### src/rtl/mbp_pkg.sv
package mbp_pkg;

    typedef enum logic [2:0] {
        ST_IDLE,
        ST_ARMED,
        ST_SYNC,
        ST_INFO,
        ST_PAR
    } tx_state_t;

    localparam int SYNC_HALVES = 6;
    localparam int PAR_HALVES  = 2;

endpackage

### src/rtl/mbp_tick_gen.sv
module mbp_tick_gen #(
    parameter int DIV = 125
) (
    input  logic clk,
    input  logic rst_n,
    output logic tick
);
    // DIV must be at least 2 so that a tick never appears two cycles in a row.
    localparam int CW = (DIV > 1) ? $clog2(DIV) : 1;

    logic [CW-1:0] cnt_q;

    assign tick = (cnt_q == CW'(DIV - 1));

    always_ff @(posedge clk) begin
        if (!rst_n) begin
            cnt_q <= '0;
        end else if (tick) begin
            cnt_q <= '0;
        end else begin
            cnt_q <= cnt_q + 1'b1;
        end
    end
endmodule

### src/rtl/mbp_word_reg.sv
module mbp_word_reg #(
    parameter int W = 16
) (
    input  logic         clk,
    input  logic         rst_n,
    input  logic         load,
    input  logic [W-1:0] load_data,
    input  logic         load_cmd,
    input  logic         shift,
    output logic         msb,
    output logic         is_cmd,
    output logic         par_bit
);
    logic [W-1:0] sreg_q;
    logic         cmd_q;
    logic         par_q;

    assign msb     = sreg_q[W-1];
    assign is_cmd  = cmd_q;
    assign par_bit = par_q;

    always_ff @(posedge clk) begin
        if (!rst_n) begin
            sreg_q <= '0;
            cmd_q  <= 1'b0;
            par_q  <= 1'b0;
        end else if (load) begin
            sreg_q <= load_data;
            cmd_q  <= load_cmd;
            par_q  <= ~(^load_data);
        end else if (shift) begin
            sreg_q <= {sreg_q[W-2:0], 1'b0};
        end
    end
endmodule

### src/rtl/mbp_word_tx.sv
module mbp_word_tx #(
    parameter int CLK_HZ = 250_000_000,
    parameter int BIT_HZ = 1_000_000,
    parameter int INFO_W = 16
) (
    input  logic              clk,
    input  logic              rst_n,
    input  logic              in_valid,
    output logic              in_ready,
    input  logic [INFO_W-1:0] in_data,
    input  logic              in_is_cmd,
    output logic              bus_line,
    output logic              bus_oe
);
    import mbp_pkg::*;

    localparam int DIV         = CLK_HZ / (2 * BIT_HZ);
    localparam int WORD_HALVES = SYNC_HALVES + 2 * INFO_W + PAR_HALVES;
    localparam int HW          = $clog2(WORD_HALVES + 1);
    localparam int SYNC_END    = SYNC_HALVES - 1;
    localparam int INFO_END    = SYNC_HALVES + 2 * INFO_W - 1;
    localparam int LAST        = WORD_HALVES - 1;
    localparam int SYNC_FIRST  = SYNC_HALVES / 2;

    tx_state_t     state_q, state_n;
    logic [HW-1:0] hidx_q, hidx_n, nxt_h, info_off;
    logic          tick, active, last_tick, accept, start_now, shift;
    logic          msb, is_cmd, par_bit;
    logic          line_q, line_n, oe_q, oe_n;

    mbp_tick_gen #(.DIV(DIV)) u_tick (
        .clk   (clk),
        .rst_n (rst_n),
        .tick  (tick)
    );

    mbp_word_reg #(.W(INFO_W)) u_word (
        .clk       (clk),
        .rst_n     (rst_n),
        .load      (accept),
        .load_data (in_data),
        .load_cmd  (in_is_cmd),
        .shift     (shift),
        .msb       (msb),
        .is_cmd    (is_cmd),
        .par_bit   (par_bit)
    );

    assign active    = (state_q == ST_SYNC) || (state_q == ST_INFO) || (state_q == ST_PAR);
    assign last_tick = tick && active && (hidx_q == HW'(LAST));
    assign in_ready  = (state_q == ST_IDLE) || last_tick;
    assign accept    = in_valid && in_ready;
    assign start_now = ((state_q == ST_ARMED) && tick) || (last_tick && accept);
    assign nxt_h     = hidx_q + 1'b1;
    assign info_off  = nxt_h - HW'(SYNC_HALVES);
    // Shift on the edge that sends a payload bit's second half.
    assign shift     = tick && active && !last_tick &&
                       (nxt_h >= HW'(SYNC_HALVES)) && (nxt_h <= HW'(INFO_END)) && info_off[0];

    // Next-state logic.
    always_comb begin
        state_n = state_q;
        hidx_n  = hidx_q;
        unique case (state_q)
            ST_IDLE: begin
                if (accept) state_n = ST_ARMED;
            end
            ST_ARMED: begin
                if (tick) begin
                    state_n = ST_SYNC;
                    hidx_n  = '0;
                end
            end
            ST_SYNC: begin
                if (tick) begin
                    hidx_n = nxt_h;
                    if (hidx_q == HW'(SYNC_END)) state_n = ST_INFO;
                end
            end
            ST_INFO: begin
                if (tick) begin
                    hidx_n = nxt_h;
                    if (hidx_q == HW'(INFO_END)) state_n = ST_PAR;
                end
            end
            ST_PAR: begin
                if (last_tick) begin
                    hidx_n  = '0;
                    state_n = accept ? ST_SYNC : ST_IDLE;
                end else if (tick) begin
                    hidx_n = nxt_h;
                end
            end
            default: begin
                state_n = ST_IDLE;
                hidx_n  = '0;
            end
        endcase
    end

    // State register.
    always_ff @(posedge clk) begin
        if (!rst_n) begin
            state_q <= ST_IDLE;
            hidx_q  <= '0;
        end else begin
            state_q <= state_n;
            hidx_q  <= hidx_n;
        end
    end

    // Line level for the next half-bit.
    always_comb begin
        line_n = line_q;
        oe_n   = oe_q;
        if (start_now) begin
            oe_n   = 1'b1;
            line_n = (state_q == ST_ARMED) ? is_cmd : in_is_cmd;
        end else if (last_tick) begin
            oe_n   = 1'b0;
            line_n = 1'b0;
        end else if (tick && active) begin
            oe_n = 1'b1;
            if (nxt_h < HW'(SYNC_HALVES)) begin
                line_n = (nxt_h < HW'(SYNC_FIRST)) ? is_cmd : ~is_cmd;
            end else if (nxt_h <= HW'(INFO_END)) begin
                line_n = info_off[0] ? ~msb : msb;
            end else begin
                line_n = (nxt_h == HW'(LAST)) ? ~par_bit : par_bit;
            end
        end
    end

    // Output register.
    always_ff @(posedge clk) begin
        if (!rst_n) begin
            line_q <= 1'b0;
            oe_q   <= 1'b0;
        end else begin
            line_q <= line_n;
            oe_q   <= oe_n;
        end
    end

    assign bus_line = line_q;
    assign bus_oe   = oe_q;
endmodule

### config.mk
export PLATFORM = sky130hd
export DESIGN_NAME = mbp_word_tx
export DESIGN_NICKNAME = d
export VERILOG_FILES = /design/src/rtl/mbp_pkg.sv /design/src/rtl/mbp_tick_gen.sv /design/src/rtl/mbp_word_reg.sv /design/src/rtl/mbp_word_tx.sv
export SDC_FILE = /design/constraint.sdc
export NUM_CORES = 1
export LEC_CHECK = 0
export BUFFER_PORTS_ARGS = -buffer_cell sky130_fd_sc_hd__clkbuf_2
export CORE_MARGIN = 4
export CORE_UTILIZATION = 58
export CTS_CLUSTER_DIAMETER = 60
export DETAILED_ROUTE_END_ITERATION = 10
export PLACE_DENSITY = 0.79
export SYNTH_ARGS = -nofsm -noshare
export SYNTH_HDL_FRONTEND = slang
export SYNTH_SLANG_ARGS = --single-unit
### constraint.sdc
create_clock -name clk -period 3 [get_ports clk]
set_input_delay 0.15 -clock clk [delete_from_list [all_inputs] [get_ports clk]]
set_output_delay 0.15 -clock clk [all_outputs]
set_load 0.05 [all_outputs]
==> impl_results.md, run 1 <==
- Outcome: finished, final reports clean
- Remaining global-route overflow: 0
- FF+latch count, synth: 36
- Synthesized Nets: 249
- Placed Instances: 286
- Hold slack: 0.0262 ns
- Xor and xnor fraction of the mapped netlist area: 12.1%
- Worst skew pair latency: 0.34 ns
- Setup Total Neg Slack: 0 ns
- IO Pins: 23
- Fill cells: 323
- Area contributors post-synth: dfxtp_1 36%, mux2i_1 9.4%, xnor2_1 9.1%
- Peak Freq: 368 MHz
- Area of the core: 3360 um^2
- CTS tree: done
- Synthesis warning total: 0
- Pre-antenna DRT Iters: 4
- Clk buf depth: 2
- Post-synthesis mux area share: 9.39%
- Number of global-route vias before repair: 1,506
- Endpoint class of the critical path: register
- Synth area leader: dfxtp_1
- Fin nets: 273
- Routed vias: 1,657
- CTS root buf: clkbuf_4
- Critical path startpoint category: register
- H-tree depth: 2
- Die extent in y: 67.1 um
- Cells after synthesis: 223
- CP arrival: 2.91 ns
- Compound-Gate Fraction of Synth Area: 19.3%
- Final min period: 2.72 ns
- First-pass GRT wire length: 6.62 mm
- Die area: 4500 um^2
- Vias/cell: 5.64
- Buffers on Ports: 22
- Pwr Density: 454 nW/um^2
- Hold Path Class: primary input to register
- Layout area overhead: 9.77%
- Clock Pin Slew Worst Setup and Hold Paths: 0.11 ns
- Mapped Area: 2020 um^2
- Synth Area in Adders: 3.71%
- Main combinational cell family by area after synthesis: compound AO/OA/AOI/OAI gates
- Crit path required time: 3.19 ns
- Setup Crit Path Kind: register to register
- Total track usage: 19.5%
- Initial antenna violation count: 0
- Diodes inserted: 0
- Synth cell types: 45
- Total power draw: 1.01 mW
- Max_cap viols: 0
- Total wire length: 3.84 mm
- Max-slew headroom: 33.0%
- Chip width: 67.1 um
- Fin cells: 294
- Register area share after synthesis: 35.6%
- Clk_skew: 0.00615 ns
- Avg WL per Cell: 13.1 um
- Slew Viols, Final: 0
- Max VDD drop: 0.322 mV
- Post-route DRC: 0
- Async SR Flop Fraction: 0%
- Yosys top cell area share: 35.6%
- Routability congestion estimate: 0.766
- Post-CTS Setup Inserts: 0
- Endpoints failing hold: 0
- Routed Antenna Nets: 0
- Critical Path Fanout Max: 16
- Core Util, Final: 66.1%
- Initial DRC count: 126
- Slew @ Worst Pin: 0.999 ns
- Row cnt: 21
- Largest net degree at the start of global routing: 17
- Unrepaired setup endpoints after global routing: no
- Post-cts resize count: 0
- Hpwl dp: 2.87 mm
- Initial Utilization: 60.2%
- Number of synthesized flops with an enable pin: 0
- Setup-failing EPs final: 0
- Post-Synth Simple-Gate Area: 15.0%
- Crit share post-route: 90.7%
- Syn Area/Cell: 9.08 um^2
- Total CTS buffers: 5
- Post-CTS Hold Buffers: 0
- Sink Count: 36
- Synth Flop Type: dfxtp_1
- Ratio of cells with drive above 1 in the final layout: 14.5%
- Leakage: 0.916 nW
## critical path, cell delays in order (launching register included)
cell and delay (ns):
dfxtp_1 0.35, inv_1 0.06, ha_1 0.13, nand2_1 0.08, or3_4 0.43, or4_1 0.52
a311o_1 0.60, mux2i_1 0.31, o2bb2ai_1 0.10
## power by group
part	internal (mW)	total [mW]	switching, mW
sequential	0.512	0.538	0.0264
clock	0.115	0.274	0.159
combinational	0.0896	0.196	0.107
## area by class of cell
| type | count | area, um^2 | area share (%) |
|---|---|---|---|
| clock inverter | 1 | 7.51 | 0.338 |
| sequential | 36 | 721 | 32.4 |
| inverter | 12 | 45.0 | 2.03 |
| multi-input combinational | 167 | 1200 | 54.2 |
| tap | 46 | 57.6 | 2.59 |
| timing repair buffer | 25 | 133 | 5.97 |
| clock buffer | 7 | 55.1 | 2.48 |
## per-layer routing
layer  global-route usage [%]  part of all wire (%)
met5                        0                     0
met4                     7.59                   1.6
met3                     5.06                   5.5
met2                     31.9                    46
met1                     24.2                    47
## final timing paths
kind	startpoint	cells after the start	slack (ns)	end
worst min register to register	u_tick.cnt_q[0]	1	0.48	u_tick.cnt_q[0]
worst max register to register	u_tick.cnt_q[0]	8	0.28	u_word.sreg_q[1]
worst max-delay path	u_tick.cnt_q[0]	8	0.28	u_word.sreg_q[1]
worst min-delay path	in_data[11]	2	0.03	u_word.sreg_q[11]
## flip-flops by register name, summed over array words and instances, names as in the netlist
signal and count:
u_word.sreg_q 16, bus_oe 1, state_q 3, u_tick.cnt_q 7, bus_line 1, u_word.par_bit 1, u_word.is_cmd 1, hidx_q 6
## cells in the final DEF (no fill, tap or decap), drive strengths merged, types with 2 or more instances in the layout
cell | synthesis | layout
and3 | 3 | 3
xor2 | 7 | 7
a21oi | 6 | 6
o211ai | 2 | 2
clkbuf | 5 | 29
nor3 | 3 | 3
ha | 6 | 6
nand2 | 10 | 10
o2bb2ai | 15 | 15
xnor2 | 21 | 21
a32o | 3 | 3
nor2 | 21 | 21
nor2b | 2 | 2
mux2i | 19 | 19
buf | 3 | 3
o31ai | 2 | 2
o22ai | 2 | 2
dfxtp | 36 | 36
nand3 | 9 | 9
a311o | 2 | 2
or3 | 5 | 5
inv | 12 | 12
o21ai | 11 | 11
and2 | 3 | 3
## cell usage after synthesis, types with 2 or more instances
library cell	count
a21oi_1	6
o211ai_1	2
clkbuf_1	5
nor2_1	21
o21ai_0	10
nor3_1	3
nand2_1	9
dfxtp_1	36
a32o_1	3
o22ai_1	2
nor2b_1	2
o31ai_1	2
a311o_1	2
inv_1	12
xor2_1	7
or3_1	4
xnor2_1	21
and3_1	2
ha_1	6
nand3_1	9
and2_1	3
o2bb2ai_1	15
mux2i_1	19
## stage by stage
stage | area, um^2 | setup WS (ns)
2_1_floorplan | 2020 | 0.671
3_3_place_gp | 2160 | 0.380
3_5_place_dp | 2160 | 0.301
4_1_cts | 2220 | 0.254
5_1_grt | 2220 | 0.118
6_report | 2220 | 0.280
## cell families after synthesis
logic type | Yosys count
multiplexers | 19
flip-flops | 36
XOR/XNOR | 28
AND/OR/NAND/NOR | 61
adder cells (fa/ha/maj) | 6
AO/OA/AOI/OAI | 53
buffers and inverters | 20
Note: power is estimated with default switching activity, not from simulation.
==> inputs of run 2 (changes only) <==
- clock period: 3 -> 2.88 ns (I/O delays scaled with it)
==> impl_results.md, run 2 (synthesis gave the netlist of run 1 again) <==
- Initial DRC count: 117
- Area of the core: 3360 um^2
- Routability congestion estimate: 0.766
- Routed Antenna Nets: 0
- Post-route DRC: 0
- Flop pwr share: 54.3%
- Hold Path Class: primary input to register
- Top delay family on crit path: simple AND/OR/NAND/NOR gates
- Hpwl dp: 2.86 mm
- P_int: 0.721 mW
- Avg WL per Cell: 13.0 um
- Initial Utilization: 60.2%
- Clock power share: 25.8%
- Die extent in y: 67.1 um
- Slew Viols, Final: 0
- Peak Freq: 372 MHz
- CP Cell Sequence: inv_1 > ha_1 > nand2_1 > or3_4 > or4_1 > a311o_1 > mux2i_1 > o2bb2ai_1
- Critical Path Fanout Max: 16
- Sw Ratio: 30.2%
- WP buf/inv: 1
- Remaining global-route overflow: 0
- Routed vias: 1,657
- Layout area overhead: 9.95%
- First-pass GRT wire length: 6.50 mm
- Ratio of cells with drive above 1 in the final layout: 14.9%
- CTS tree: done
- Most frequent cells in the layout: 36 x dfxtp_1, 22 x clkbuf_2, 21 x nor2_1, 21 x xnor2_1, 19 x mux2i_1
- Crit share post-route: 93.3%
- Diodes inserted: 0
- Worst skew pair latency: 0.35 ns
- Endpoints failing hold: 0
- Crit-path slowest cell: a311o_1
- Total track usage: 19.1%
- Placement Setup Slack: 0.207 ns
- CP max stage delay: 0.61 ns
- Clk_skew: 0.00867 ns
- Max VDD drop: 0.305 mV
- Setup-failing EPs final: 0
- CTS root buf: clkbuf_4
- Top Registers: u_word.sreg_q (16), u_tick.cnt_q (7), hidx_q (6)
- Chip width: 67.1 um
- Post-CTS Setup Inserts: 0
- Post-CTS Hold Buffers: 0
- Endpoint class of the critical path: register
- Buffers on Ports: 22
- H-tree depth: 2
- Leakage: 0.924 nW
- Clk buf depth: 2
- Net Sw Power: 0.312 mW
- Max-slew headroom: 33.3%
- Vias/cell: 5.62
- CP arrival: 2.90 ns
- Fill cells: 309
- Setup ws final: 0.193 ns
- Most flops, register: u_word.sreg_q
- Max_cap viols: 0
- Critical path startpoint category: register
- Clock Pin Slew Worst Setup and Hold Paths: 0.12 ns
- Outcome: finished, final reports clean
- IO Pins: 23
- Total CTS buffers: 5
- Slew @ Worst Pin: 0.994 ns
- Placed Instances: 286
- Largest net degree at the start of global routing: 17
- Commonest non-fill, non-tap cell in the layout: dfxtp_1
- Max FFs per register: 16
- Post-cts resize count: 0
- Unrepaired setup endpoints after global routing: no
- Pre-antenna DRT Iters: 4
- Initial antenna violation count: 0
- Row cnt: 21
- Fin nets: 274
- Setup Crit Path Kind: register to register
- Die area: 4500 um^2
- Total wire length: 3.84 mm
- Sink Count: 36
- Gate power share: 19.9%
- Number of global-route vias before repair: 1,480
- Setup Total Neg Slack: 0 ns
- Pwr Density: 464 nW/um^2
- Final min period: 2.69 ns
- Fin cells: 295
- Crit path required time: 3.09 ns
[run 2: cell count changes in the layout (fill, tap and decap cells not counted), sizes merged]
cell,previous run,this run
clkinvlp,1,0
clkbuf,29,27
dlygate4sd3,0,1
clkinv,0,3
[run 2: stage by stage]
| step | cell area, um^2 | power [mW] | hold slack, ns | utilization (%) |
|---|---|---|---|---|
| 6_report | 2230 | 1.03 | 0.0111 | 66.2 |
| 5_1_grt | 2230 | 1.09 | 0.00180 | 66.2 |
| 4_1_cts | 2220 | 1.04 | 0.00770 | 65.9 |
| 3_5_place_dp | 2160 | 0.775 | 0.379 | 64.2 |
| 3_3_place_gp | 2160 | 0.771 | 0.371 | 64.2 |
| 2_1_floorplan | 2020 | 0.722 | 0.261 | - |
[run 2: worst paths after layout]
kind	startpoint	end	slack, ns	cells past startpoint
setup / recovery	u_tick.cnt_q[0]	u_word.sreg_q[9]	0.19	8
hold / removal	in_data[5]	u_word.sreg_q[5]	0.01	2
setup reg to reg	u_tick.cnt_q[0]	u_word.sreg_q[9]	0.19	8
hold reg to reg	u_tick.cnt_q[0]	u_tick.cnt_q[0]	0.48	1
[run 2: area by class of cell]
| class | count | area (um^2) | share of cell area (%) |
|---|---|---|---|
| sequential | 36 | 721 | 32.4 |
| tap | 46 | 57.6 | 2.59 |
| multi-input combinational | 167 | 1200 | 54.1 |
| clock buffer | 5 | 37.5 | 1.69 |
| clock inverter | 3 | 18.8 | 0.843 |
| timing repair buffer | 26 | 143 | 6.41 |
| inverter | 12 | 45.0 | 2.02 |
[run 2: layer usage]
metal  GRT usage (%)  routed length (um)  vias to the layer above  share of wire, %
met4            5.32                  53                        0               1.4
met5               0                   0                        -                 0
met3            6.58                 198                        7               5.2
met2            30.1                1800                       42                47
met1            24.6                1790                      760                47
li1                -                   -                      848                 -
[run 2: power by group through the flow]
stage / logic [mW] / clock network (mW) / registers [mW]
floorplan: 0.163 / 0 / 0.559
global placement: 0.200 / 0 / 0.571
detailed placement: 0.204 / 0 / 0.572
CTS: 0.205 / 0.277 / 0.560
global route: 0.228 / 0.300 / 0.566
finish: 0.205 / 0.267 / 0.561
==> inputs of run 3 (changes only) <==
- CORE_UTILIZATION: 58 -> 59
- PLACE_DENSITY: 0.79 -> 0.8
- SYNTH_HIERARCHICAL: default -> 1
==> impl_results.md, run 3 <==
- Outcome: finished, final reports clean
- Setup Total Neg Slack: 0 ns
- Critical Path Fanout Max: 16
- Hold slack: 0.165 ns
- Hpwl dp: 3.43 mm
- Avg WL per Cell: 13.5 um
- Worst skew pair latency: 0.29 ns
- Number of synthesized flops with an enable pin: 0
- Initial Utilization: 62.7%
- Ratio of cells with drive above 1 in the final layout: 15.1%
- Routability congestion estimate: 0.866
- Synthesized Nets: 309
- Placement Setup Slack: 0.264 ns
- Routed vias: 2,024
- Clk buf depth: 2
- Endpoint class of the critical path: register
- Synth Flop Type: dfxtp_1
- Area of the core: 3770 um^2
- Post-route DRC: 0
- Clk_skew: 0.00408 ns
- Peak Freq: 389 MHz
- Remaining global-route overflow: 0
- Initial DRC count: 206
- Diodes inserted: 0
- Chip width: 71.3 um
- Count leader, synth: dfxtp_1
- Synth cell types: 59
- Commonest cells in the netlist: 36 x dfxtp_1, 28 x nand2_1, 23 x nor2_1, 23 x o21ai_0
- Max FFs per register: 16
- Cells after synthesis: 283
- Most frequent cells in the layout: 36 x dfxtp_1, 28 x nand2_1, 23 x nor2_1, 23 x o21ai_0, 22 x clkbuf_2
- Synth Area in Adders: 3.18%
- Total track usage: 20.1%
- Max VDD drop: 0.279 mV
- Die area: 5080 um^2
- Row cnt: 22
- Slew Viols, Final: 0
- Most flops, register: u_word/sreg_q
- IO Pins: 23
- Crit share post-route: 89.3%
- Endpoints failing hold: 0
- Routed Antenna Nets: 0
- Leakage: 0.995 nW
- Unrepaired setup endpoints after global routing: no
- Top Registers: u_word/sreg_q (16), u_tick/cnt_q (7), hidx_q (6)
- CP arrival: 2.76 ns
- FF+latch count, synth: 36
- Pwr Density: 454 nW/um^2
- Post-CTS Hold Buffers: 0
- Final min period: 2.57 ns
- Yosys top cell area share: 30.5%
- Post-synthesis mux area share: 8.05%
- Setup ws final: 0.310 ns
- Slew @ Worst Pin: 0.584 ns
- Hold Path Class: primary input to register
- Max-slew headroom: 60.8%
- Setup-failing EPs final: 0
- Commonest non-fill, non-tap cell in the layout: dfxtp_1
- Compound-Gate Fraction of Synth Area: 17.3%
- Total wire length: 4.74 mm
- Async SR Flop Fraction: 0%
- Post-cts resize count: 0
- Area contributors post-synth: dfxtp_1 30%, mux2i_1 8.0%, xnor2_1 7.0%
- Fill cells: 326
- Placed Instances: 344
- Syn Area/Cell: 8.35 um^2
- Register area share after synthesis: 30.5%
- Xor and xnor fraction of the mapped netlist area: 10.4%
- Critical path startpoint category: register
- Synth area leader: dfxtp_1
- Synthesis warning total: 6
- Post-Synth Simple-Gate Area: 24.8%
- Post-CTS Setup Inserts: 0
- Vias/cell: 5.75
- Buffers on Ports: 22
- Max_cap viols: 0
- Fin cells: 352
- Crit path required time: 3.07 ns
- Setup Crit Path Kind: register to register
- Largest net degree at the start of global routing: 36
- Pre-antenna DRT Iters: 4
- Main combinational cell family by area after synthesis: simple AND/OR/NAND/NOR gates
- Initial antenna violation count: 0
- CTS root buf: clkbuf_8
- Layout area overhead: 9.79%
- Mapped Area: 2360 um^2
- Sink Count: 36
- Die extent in y: 71.3 um
- First-pass GRT wire length: 8.34 mm
- CTS tree: done
- Fin nets: 329
- H-tree depth: 2
- Total CTS buffers: 5
- Number of global-route vias before repair: 1,913
- Clock Pin Slew Worst Setup and Hold Paths: 0.08 ns
run 3: kinds of logic (layout without fill, tap and decap cells):
group / count (synthesis) / in the layout
AND/OR/NAND/NOR: 108 / 108
AO/OA/AOI/OAI: 61 / 61
flip-flops: 36 / 36
XOR/XNOR: 28 / 28
buffers and inverters: 25 / 46
multiplexers: 19 / 19
adder cells (fa/ha/maj): 6 / 6
run 3: routing by layer:
| metal | GRT usage (%) | share of wire (%) | wire length, um | vias to the layer above |
|---|---|---|---|---|
| li1 | - | - | - | 1032 |
| met1 | 26.4 | 46 | 2170 | 928 |
| met2 | 31.2 | 46 | 2160 | 49 |
| met3 | 3.79 | 5.1 | 243 | 15 |
| met4 | 10.4 | 3.4 | 163 | 0 |
| met5 | 0 | 0 | 0 | - |
run 3: layout make-up:
type,count,area (um^2),area share (%)
repair buffers,30,170,6.56
multi-input cells,222,1520,58.5
flip-flops and latches,36,721,27.8
well taps,48,60.1,2.31
clock buffers,6,82.6,3.18
clock inverters,2,13.8,0.530
inverters,8,30.0,1.16
run 3: where the power goes:
part | leakage, nW | switching, mW | internal (mW)
clock | 0.0516 | 0.194 | 0.196
combinational | 0.650 | 0.129 | 0.104
sequential | 0.294 | 0.0254 | 0.529
total | 0.995 | 0.349 | 0.829
run 3: through the flow:
step                      util (%)  power (mW)  cell area [um^2]
after global routing          68.8        1.25              2590
after detailed placement      66.2       0.798              2500
after floorplan                  -       0.736              2370
after global placement        66.2       0.791              2500
after CTS                     68.8        1.19              2590
final                         68.8        1.18              2590
run 3: final timing paths:
check,startpoint,end,slack [ns],cells past startpoint
hold / removal,in_is_cmd,u_word/is_cmd,0.16,3
setup / recovery,hidx_q[0],u_word/sreg_q[2],0.31,10
hold reg to reg,u_tick/cnt_q[0],u_tick/cnt_q[0],0.50,1
setup reg to reg,hidx_q[0],u_word/sreg_q[2],0.31,10
run 3: critical path, stage by stage, from the launching register on:
cell and delay [ns]:
dfxtp_1 0.32, ha_1 0.28, nor2b_1 0.16, a211oi_1 0.37
nor3_1 0.09, a2111oi_1 0.50, nor4_2 0.10, buf_4 0.23
mux2i_1 0.17, o21ai_0 0.08, and2_1 0.16
